--- config.mk ---
export PLATFORM = sky130hd
export DESIGN_NAME = dram_refresh_timer
export DESIGN_NICKNAME = d
export VERILOG_FILES = /design/src/rtl/rfsh_pkg.sv /design/src/rtl/rt_prescale.sv /design/src/rtl/rt_interval.sv /design/src/rtl/rt_tally.sv /design/src/rtl/dram_refresh_timer.sv
export SDC_FILE = /design/constraint.sdc
export NUM_CORES = 1
export LEC_CHECK = 0
export BUFFER_PORTS_ARGS = -buffer_cell sky130_fd_sc_hd__buf_2
export CORE_MARGIN = 4
export CORE_UTILIZATION = 63
export DETAILED_ROUTE_END_ITERATION = 10
export PLACE_DENSITY = 0.86
export SLEW_MARGIN = 20
export SYNTH_ARGS = -nofsm -noshare
export SYNTH_HDL_FRONTEND = slang
export SYNTH_HIERARCHICAL = 1
export SYNTH_SLANG_ARGS = --single-unit
--- constraint.sdc ---
create_clock -name clk_i -period 9.9 [get_ports clk_i]
set_clock_uncertainty 0.2 [all_clocks]
set_input_delay 0.495 -clock clk_i [delete_from_list [all_inputs] [get_ports clk_i]]
set_output_delay 0.495 -clock clk_i [all_outputs]
set_load 0.005 [all_outputs]
--- src/rtl/rfsh_pkg.sv ---
`timescale 1ns/1ps
package rfsh_pkg;
  typedef enum logic [1:0] {
    REG_CTRL = 2'd0,
    REG_CNT  = 2'd1,
    REG_CMP  = 2'd2,
    REG_TALY = 2'd3
  } reg_sel_e;

  localparam logic [7:0] WR_KEY = 8'hA5;

  // log2 of the prescale divisor for each clock-select code
  function automatic int unsigned div_shift(input logic [2:0] sel);
    case (sel)
      3'd1:    return 2;
      3'd2:    return 4;
      3'd3:    return 6;
      3'd4:    return 8;
      3'd5:    return 10;
      3'd6:    return 11;
      3'd7:    return 12;
      default: return 0;
    endcase
  endfunction
endpackage

--- src/rtl/rt_prescale.sv ---
`timescale 1ns/1ps
module rt_prescale
  import rfsh_pkg::*;
(
  input  logic       clk_i,
  input  logic       rst_ni,
  input  logic       hold_i,
  input  logic [2:0] sel_i,
  output logic       tick_o
);
  localparam int unsigned PRE_W = div_shift(3'd7);

  logic [PRE_W-1:0] pre_q;
  logic [7:0]       tap;

  always_ff @(posedge clk_i or negedge rst_ni) begin
    if (!rst_ni)      pre_q <= '0;
    else if (!hold_i) pre_q <= pre_q + 1'b1;
  end

  assign tap[0] = 1'b0;
  for (genvar g = 1; g < 8; g++) begin : g_tap
    localparam int unsigned SH = div_shift(3'(g));
    assign tap[g] = &pre_q[SH-1:0];
  end

  assign tick_o = !hold_i && tap[sel_i];
endmodule

--- src/rtl/rt_interval.sv ---
`timescale 1ns/1ps
module rt_interval #(
  parameter int unsigned CNT_W = 8
) (
  input  logic             clk_i,
  input  logic             rst_ni,
  input  logic             tick_i,
  input  logic             wr_i,
  input  logic [CNT_W-1:0] wdata_i,
  input  logic [CNT_W-1:0] cmp_i,
  output logic [CNT_W-1:0] cnt_o,
  output logic             match_o
);
  logic [CNT_W-1:0] cnt_q;

  // a write to the counter wins and suppresses the match of that cycle
  assign match_o = tick_i && !wr_i && (cnt_q == cmp_i);

  always_ff @(posedge clk_i or negedge rst_ni) begin
    if (!rst_ni)      cnt_q <= '0;
    else if (wr_i)    cnt_q <= wdata_i;
    else if (match_o) cnt_q <= '0;
    else if (tick_i)  cnt_q <= cnt_q + 1'b1;
  end

  assign cnt_o = cnt_q;
endmodule

--- src/rtl/rt_tally.sv ---
`timescale 1ns/1ps
module rt_tally #(
  parameter int unsigned RC_W   = 11,
  parameter int unsigned LIM_HI = 1024,
  parameter int unsigned LIM_LO = 512
) (
  input  logic            clk_i,
  input  logic            rst_ni,
  input  logic            clr_i,
  input  logic            inc_i,
  input  logic            wr_i,
  input  logic [7:0]      wdata_i,
  input  logic            lim_sel_i,
  output logic [RC_W-1:0] tally_o,
  output logic            over_o
);
  localparam logic [RC_W-1:0] LIM_A = RC_W'(LIM_HI);
  localparam logic [RC_W-1:0] LIM_B = RC_W'(LIM_LO);

  logic [RC_W-1:0] tally_q, tally_nx, limit;

  assign limit    = lim_sel_i ? LIM_B : LIM_A;
  assign tally_nx = (&tally_q) ? tally_q : tally_q + 1'b1;
  assign over_o   = inc_i && !wr_i && !clr_i && (tally_nx > limit);

  always_ff @(posedge clk_i or negedge rst_ni) begin
    if (!rst_ni)     tally_q <= '0;
    else if (clr_i)  tally_q <= '0;
    else if (wr_i)   tally_q <= RC_W'(wdata_i);
    else if (inc_i)  tally_q <= tally_nx;
  end

  assign tally_o = tally_q;
endmodule

--- src/rtl/dram_refresh_timer.sv ---
`timescale 1ns/1ps
module dram_refresh_timer
  import rfsh_pkg::*;
#(
  parameter int unsigned CNT_W  = 8,
  parameter int unsigned RC_W   = 11,
  parameter int unsigned LIM_HI = 1024,
  parameter int unsigned LIM_LO = 512
) (
  input  logic        clk_i,
  input  logic        rst_ni,
  input  logic        man_rst_i,
  input  logic        standby_i,
  input  logic        reg_wr_i,
  input  logic [1:0]  reg_addr_i,
  input  logic [15:0] reg_wdata_i,
  output logic [15:0] reg_rdata_o,
  output logic        refresh_req_o,
  output logic        irq_o
);
  logic             wr_ok;
  logic             wr_ctrl, wr_cnt, wr_cmp, wr_taly;
  logic [7:0]       wbyte;
  logic [2:0]       clk_sel_q;
  logic             cmf_q, ovf_q, ovie_q, lim_q, req_q;
  logic [CNT_W-1:0] cmp_q, cnt_w;
  logic [RC_W-1:0]  rcnt_w;
  logic             tick, match, over;

  assign wbyte   = reg_wdata_i[7:0];
  assign wr_ok   = reg_wr_i && (reg_wdata_i[15:8] == WR_KEY);
  assign wr_ctrl = wr_ok && (reg_addr_i == REG_CTRL);
  assign wr_cnt  = wr_ok && (reg_addr_i == REG_CNT);
  assign wr_cmp  = wr_ok && (reg_addr_i == REG_CMP);
  assign wr_taly = wr_ok && (reg_addr_i == REG_TALY);

  rt_prescale u_pre (
    .clk_i  (clk_i),
    .rst_ni (rst_ni),
    .hold_i (standby_i),
    .sel_i  (clk_sel_q),
    .tick_o (tick)
  );

  rt_interval #(.CNT_W(CNT_W)) u_ivl (
    .clk_i   (clk_i),
    .rst_ni  (rst_ni),
    .tick_i  (tick),
    .wr_i    (wr_cnt),
    .wdata_i (wbyte[CNT_W-1:0]),
    .cmp_i   (cmp_q),
    .cnt_o   (cnt_w),
    .match_o (match)
  );

  rt_tally #(.RC_W(RC_W), .LIM_HI(LIM_HI), .LIM_LO(LIM_LO)) u_tly (
    .clk_i     (clk_i),
    .rst_ni    (rst_ni),
    .clr_i     (man_rst_i),
    .inc_i     (match),
    .wr_i      (wr_taly),
    .wdata_i   (wbyte),
    .lim_sel_i (lim_q),
    .tally_o   (rcnt_w),
    .over_o    (over)
  );

  always_ff @(posedge clk_i or negedge rst_ni) begin
    if (!rst_ni) begin
      clk_sel_q <= '0;
      cmf_q     <= 1'b0;
      ovf_q     <= 1'b0;
      ovie_q    <= 1'b0;
      lim_q     <= 1'b0;
    end else if (man_rst_i) begin
      cmf_q     <= 1'b0;
      ovf_q     <= 1'b0;
      ovie_q    <= 1'b0;
      lim_q     <= 1'b0;
    end else if (wr_ctrl) begin
      clk_sel_q <= wbyte[2:0];
      cmf_q     <= (cmf_q & wbyte[3]) | match;
      ovf_q     <= (ovf_q & wbyte[4]) | over;
      ovie_q    <= wbyte[5];
      lim_q     <= wbyte[6];
    end else begin
      cmf_q     <= cmf_q | match;
      ovf_q     <= ovf_q | over;
    end
  end

  always_ff @(posedge clk_i or negedge rst_ni) begin
    if (!rst_ni) begin
      cmp_q <= '0;
      req_q <= 1'b0;
    end else begin
      req_q <= match;
      if (wr_cmp) cmp_q <= wbyte[CNT_W-1:0];
    end
  end

  always_comb begin
    case (reg_sel_e'(reg_addr_i))
      REG_CTRL: reg_rdata_o = {8'h00, 1'b0, lim_q, ovie_q, ovf_q, cmf_q, clk_sel_q};
      REG_CNT:  reg_rdata_o = 16'(cnt_w);
      REG_CMP:  reg_rdata_o = 16'(cmp_q);
      default:  reg_rdata_o = 16'(rcnt_w);
    endcase
  end

  assign refresh_req_o = req_q;
  assign irq_o         = ovf_q && ovie_q;
endmodule

# Word level (Yosys, flattened, before mapping)
# Cells that the tools add are included.
# word_totals
register_bits	47
in_bits	23
word_cells	75
# classes
addsub	3
order_cmp	2
n_eq_ne	5
mux	19
bitwise	7
n_reduce_logical	29
# ops
op	count
2-to-1 mux 11 bit	5
case mux 11 bit (3 select lines)	1
2-to-1 mux 8 bit	3
AND reduction 11 bit	2
adder 12 x 1 -> 12 bit, second input constant	1
logical AND 1 bit	12
AND reduction 12 bit	1
adder 11 x 1 -> 11 bit, second input constant	1
> comparator 11 bit	1
AND reduction 10 bit	1
2-to-1 mux 1 bit	9
adder 8 x 1 -> 8 bit, second input constant	1
== test 8 bit	1
== test 8 bit, second input constant	1
AND reduction 8 bit	1
AND reduction 6 bit	1
nonzero test 3 bit	2
== test 2 bit, second input constant	2
zero test 1 bit	4
less-than comparator 3 x 4 -> 1 bit, second input constant	1
bitwise OR 1 bit	4
AND reduction 2 bit	2
AND reduction 4 bit	1
binary-select mux 1 bit (select 3 bit)	1
5 further kinds	6

# Longest topological paths before layout
# depth
ltp_word	12
depth_mapped	11

# Modules after synthesis
# Netlist, hierarchy kept.
# modules_own_cells
module	n_inst	cells_per_inst	area_each_um2	seq_area_each_um2
dram_refresh_timer	1	77	975.9	400.4
rt_tally	1	100	967.2	275.3
rt_interval	1	73	639.4	200.2
rt_prescale	1	53	594.3	300.3

# Least setup slack after synthesis
# Ideal clock, no wire load.
# synth_path
kind	reg2reg
from	register u_pre.pre_q[4]
to	register ovf_q
setup_ns	0.094
arrival_time_ns	3.029
slack_ns	6.577
path_stages_with_launch	11
n_path_buf	1
path_cell_list	dfrtp_1 nand4_4 a211o_1 a211oi_2 inv_1 nor4_1 clkbuf_8 o211ai_1 a31oi_1 nor2_1 a211oi_1
# synth_between
elab_chain_cells	12
elab_cells_between_ends	17
classes_between	4 x mux; 2 x bitwise; 11 x reduce/logical
# synth_lines
element	line_no	rtl
start: declaration	rt_prescale.sv:13	logic [PRE_W-1:0] pre_q;
start signal: assignment	rt_prescale.sv:18	else if (!hold_i) pre_q <= pre_q + 1'b1;
AND reduction 12 bit (tied with other cells)	rt_prescale.sv:24	assign tap[g] = &pre_q[SH-1:0];
binary-select mux 1 bit (select 3 bit) (*)	rt_prescale.sv:27	assign tick_o = !hold_i && tap[sel_i];
2-to-1 mux 1 bit (not written as such) (*)	rt_prescale.sv:27	
logical AND 1 bit (*)	rt_prescale.sv:27	
via tick	dram_refresh_timer.sv:28	logic tick, match, over;
logical AND 1 bit (*) (2 in series)	rt_interval.sv:17	assign match_o = tick_i && !wr_i && (cnt_q == cmp_i);
via match	dram_refresh_timer.sv:28	
logical AND 1 bit (*) (3 in series)	rt_tally.sv:24	assign over_o = inc_i && !wr_i && !clr_i && (tally_nx > limit);
via over	dram_refresh_timer.sv:28	
bitwise OR 1 bit (on tied branches)	dram_refresh_timer.sv:88, dram_refresh_timer.sv:83	
2-to-1 mux 1 bit (*)	dram_refresh_timer.sv:80	end else if (wr_ctrl) begin
2-to-1 mux 1 bit (*)	dram_refresh_timer.sv:75	end else if (man_rst_i) begin
end signal: assignment	dram_refresh_timer.sv:83	ovf_q <= (ovf_q & wbyte[4]) | over;
end signal: assignment	dram_refresh_timer.sv:88	ovf_q <= ovf_q | over;
end: declaration	dram_refresh_timer.sv:25	logic cmf_q, ovf_q, ovie_q, lim_q, req_q;
# The timed path passes the listed nets; every way through them passes the cells marked *. The select of a mux whose other input is x is not followed.
# A chain may end at the register's enable or synchronous reset.

# Worst setup path after layout
# layout_path
from	register clk_sel_q[0]
to	register u_tly.tally_q[4], in the netlist u_tly/tally_o[4]
# layout_between
elab_chain_cells	6
# layout_lines
element	line_no	rtl
start: declaration	dram_refresh_timer.sv:24	logic [2:0] clk_sel_q;
start signal: assignment	dram_refresh_timer.sv:81	clk_sel_q <= wbyte[2:0];
binary-select mux 1 bit (select 3 bit)	rt_prescale.sv:27	
2-to-1 mux 1 bit (not written as such)	rt_prescale.sv:27	
logical AND 1 bit	rt_prescale.sv:27	
via tick	dram_refresh_timer.sv:28	
logical AND 1 bit (2 in series)	rt_interval.sv:17	
via match	dram_refresh_timer.sv:28	
nonzero test 3 bit (no line)	n/a	
end signal: assignment	rt_tally.sv:29	else if (wr_i) tally_q <= RC_W'(wdata_i);
end signal: assignment	rt_tally.sv:30	else if (inc_i) tally_q <= tally_nx;
end: declaration	rt_tally.sv:20	logic [RC_W-1:0] tally_q, tally_nx, limit;
# The timed path passes the listed nets, and every way through them passes these cells. The select of a mux whose other input is x is not followed.

==> flow_summary_export.csv <==
group,metric,value,unit
floorplanning,die_y,79.0,um
detailed_routing,vias,2514,
logic_synthesis,synth_edf_count,0,
global_routing,overflow,0,
finish,final_nets,359,
clock_network,root_buffer,"clkbuf_8",
critical_path,cp.arrival,3.17,ns
critical_path,worst-endpoint-required,9.91,ns
logic_synthesis,ys_top_cells_by_area,"dfrtp_1 37%, xnor2_1 5.8%, mux2_2 5.3%, mux4_2 5.0%, mux2i_1 2.8%",
finish,area_growth,8.27,%
logic_synthesis,synth_area_leader_cell,"dfrtp_1",
global_routing,grt_start_max_net_pins,48,
status,status,"complete, but fails checks",
detailed_routing,wire_per_inst,18.1,um
global_routing,antenna_found_initial,0,
logic_synthesis,netlist.area_leader.share,37.0,%
finish,drive_gt1_share,28.3,%
clock_network,htreeDepth,2,
timing,setup_viol,0,
clock_network,cts_setup_buffers,0,
clock_network,clk_latency,0.31,ns
clock_network,cts_resized,0,
finish,final_cells,399,
detailed_routing,ant_nets,0,
clock_network,cts_tree,"done",
clock_network,clk_pin_slew,0.09,ns
logic_synthesis,synth_area,3180,sq um
critical_path,worstSetupStartpoint,"clk_sel_q[0]",
logic_synthesis,syn_inst,303,
finish,n_fill_cell,364,
hold_path,min_path_type,"in -> async",
floorplanning,die-area,6240,sq um
clock_network,cts_hold_buffers,0,
finish,stdcell_area,3440,sq um
power,power_leakage,0.00146,uW
floorplanning,fp.dieW,79.0,um
logic_synthesis,ys_seq_area_share,37.0,%
placement,io_buffers,35,
detailed_routing,via_per_inst,6.30,
power,powerDensity,125,nW/um^2
floorplanning,rows,25,
logic_synthesis,async_flop_share,100,%
timing,final.min_clock_period,3.16,ns
power,peakVddDrop,95.8,uV
job,drv_cap,0,
logic_synthesis,ys_warn_count,6,
critical_path,endpoint_kind,"flip-flop",
critical_path,start_kind,"flip-flop",
finish,multi_input_comb_area,1830,sq um
logic_synthesis,synth_cell_type_count,72,
placement,gp_congestion,0.861,
detailed_routing,drc,0,
global_routing,grt_usage,25.2,%
critical_path,critPathKind,"reg -> reg",
timing,fmax,316,MHz
timing,rsz0062_at_grt,"no",
detailed_routing,drt-initial-drc-count,316,
placement,place_area,3320,sq um
placement,post-dp-hpwl,5.18,mm
status,failed_checks,"hold timing",
clock_network,numCtsBuffers,5,
logic_synthesis,ys_ff_latch,47,
timing,slew_headroom,51.5,%
global_routing,grt_pass1_wl,12.2,mm
timing,finalHoldViolations,32,
logic_synthesis,yosys_most_used_dff,"dfrtp_1",
clock_network,cts_buffer_depth,2,
floorplanning,core_area,4820,sq um
power,report.power.total,429,uW
finish,antenna_cells,0,
timing,fin_tns_setup,0,ns
floorplanning,initial_core_util,65.9,%
timing,fin_crit_sh,32.0,%
timing,drv_slew,0,
critical_path,timing.critical_path.fanout_max,15,
floorplanning,num_io_pins,41,
finish,seq_area,1180,sq um
logic_synthesis,syn_area_per_cell,10.5,sq um
clock_network,clock_sink_count,47,
detailed_routing,wirelength,7.23,mm
global_routing,grt_pass1_vias,2467,
critical_path,r2r_start,"clk_sel_q[0]",
detailed_routing,first_pass_iters,5,
placement,place_inst,391,
timing,worst_pin_slew,0.725,ns
timing,whs,-0.0243,ns
-- synth_stat cells, types with 2 or more instances --
| master | number |
|---|---|
| mux4_2 | 7 |
| buf_6 | 4 |
| and4_4 | 2 |
| nand3_2 | 2 |
| a21oi_1 | 13 |
| o31ai_1 | 2 |
| mux2i_1 | 9 |
| buf_2 | 2 |
| nor2_1 | 22 |
| mux2_2 | 15 |
| nand4_2 | 3 |
| nand4b_1 | 2 |
| xor2_1 | 7 |
| clkbuf_8 | 2 |
| and3_2 | 2 |
| and4b_1 | 2 |
| o211ai_1 | 3 |
| a211oi_1 | 2 |
| ha_1 | 5 |
| nand2_1 | 20 |
| nor3_1 | 7 |
| nor3b_1 | 2 |
| o21ai_0 | 8 |
| and3_1 | 4 |
| a22oi_1 | 2 |
| nand2b_1 | 6 |
| xnor2_1 | 21 |
| nand3_1 | 6 |
| or3_1 | 3 |
| o311ai_1 | 2 |
| nand4_1 | 6 |
| o22ai_1 | 2 |
| nor4_1 | 2 |
| clkbuf_1 | 3 |
| inv_1 | 9 |
| nor4_2 | 2 |
| nor2b_1 | 4 |
| buf_4 | 7 |
| o21a_1 | 2 |
| dfrtp_1 | 47 |
-- metrics by stage --
| step | setup slack [ns] | hold slack, ns | util, % |
|---|---|---|---|
| floorplan | 6.58 | -0.000591 | - |
| detailed placement | 6.75 | 0.273 | 68.9 |
| finish | 6.74 | -0.0243 | 71.4 |
| global route | 6.52 | 0.0209 | 71.4 |
| global placement | 6.78 | 0.271 | 68.9 |
| CTS | 6.75 | 0.201 | 71.4 |
-- per-layer routing --
metal / up-vias / part of all wire (%) / track usage, %
met4: 0 / 1.7 / 8.59
met3: 8 / 7.5 / 6.12
met5: - / 0 / 0
met1: 1251 / 44 / 35.3
li1: 1155 / - / -
met2: 100 / 47 / 38.3
-- layout make-up --
cell class              count  area share [%]
flip-flops and latches     47            34.2
repair buffers             38            5.82
inverters                   9           0.982
well taps                  67            2.44
clock inverters             3            1.38
multi-input cells         230            53.2
clock buffers               5            2.00
-- critical path, stage by stage, from the launching register on --
cell       delay [ns]
dfrtp_1          0.44
inv_1            0.08
o2111ai_1        0.10
a211o_1          0.31
a211oi_2         0.52
inv_1            0.23
nor4_2           0.28
buf_4            0.26
o31ai_4          0.12
nor2_1           0.10
nor3_1           0.06
a2111oi_2        0.35
-- report_power, final --
part	switching (uW)	internal (uW)
logic	29.1	25.7
registers	20.5	207
clock network	69.8	76.5
-- flip-flops by register name (all words and copies together), names as in the netlist --
signal / count
ovie_q: 1
u_pre/pre_q: 12
u_tly/tally_o: 11
lim_q: 1
clk_sel_q: 3
cmf_q: 1
u_ivl/cnt_o: 8
cmp_q: 8
refresh_req_o: 1
ovf_q: 1
-- final timing paths --
check                                    to  cells past startpoint  slack (ns)
hold / removal             u_tly/tally_o[9]                      1       -0.02
setup / recovery           u_tly/tally_o[4]                     11        6.74
hold reg to reg             u_pre/pre_q[11]                      1        0.29
setup reg to reg           u_tly/tally_o[4]                     11        6.74
min in group clk_i           u_pre/pre_q[0]                      2        0.21
max in group asynchronous    u_ivl/cnt_o[5]                      1        9.12
-- kinds of logic (layout without fill, tap and decap cells) --
logic type	count (synthesis)	after routing	share of synthesized area, %
compound gates	49	49	11.1
xor+xnor	28	28	7.72
fa+ha+maj	5	5	1.97
buf+inv	30	55	6.22
flops	47	47	37.0
mux	31	31	13.1
other cells	1	5	0.118
simple gates	112	112	22.7
-- placed cells by master, fill, tap and decap left out, types with 4 or more instances in the layout --
cell type,n
dfrtp_1,47
nand3_1,6
ha_1,5
buf_4,4
nor2_1,22
a21oi_1,13
xnor2_1,21
conb_1,5
o21ai_0,8
and3_1,4
mux4_2,7
nand4_1,6
nor2b_1,4
nor3_1,7
buf_2,34
xor2_1,7
inv_1,9
clkbuf_8,5
mux2i_1,9
nand2b_1,6
mux2_2,15
nand2_1,20
Power figures use the tool's default switching activity.
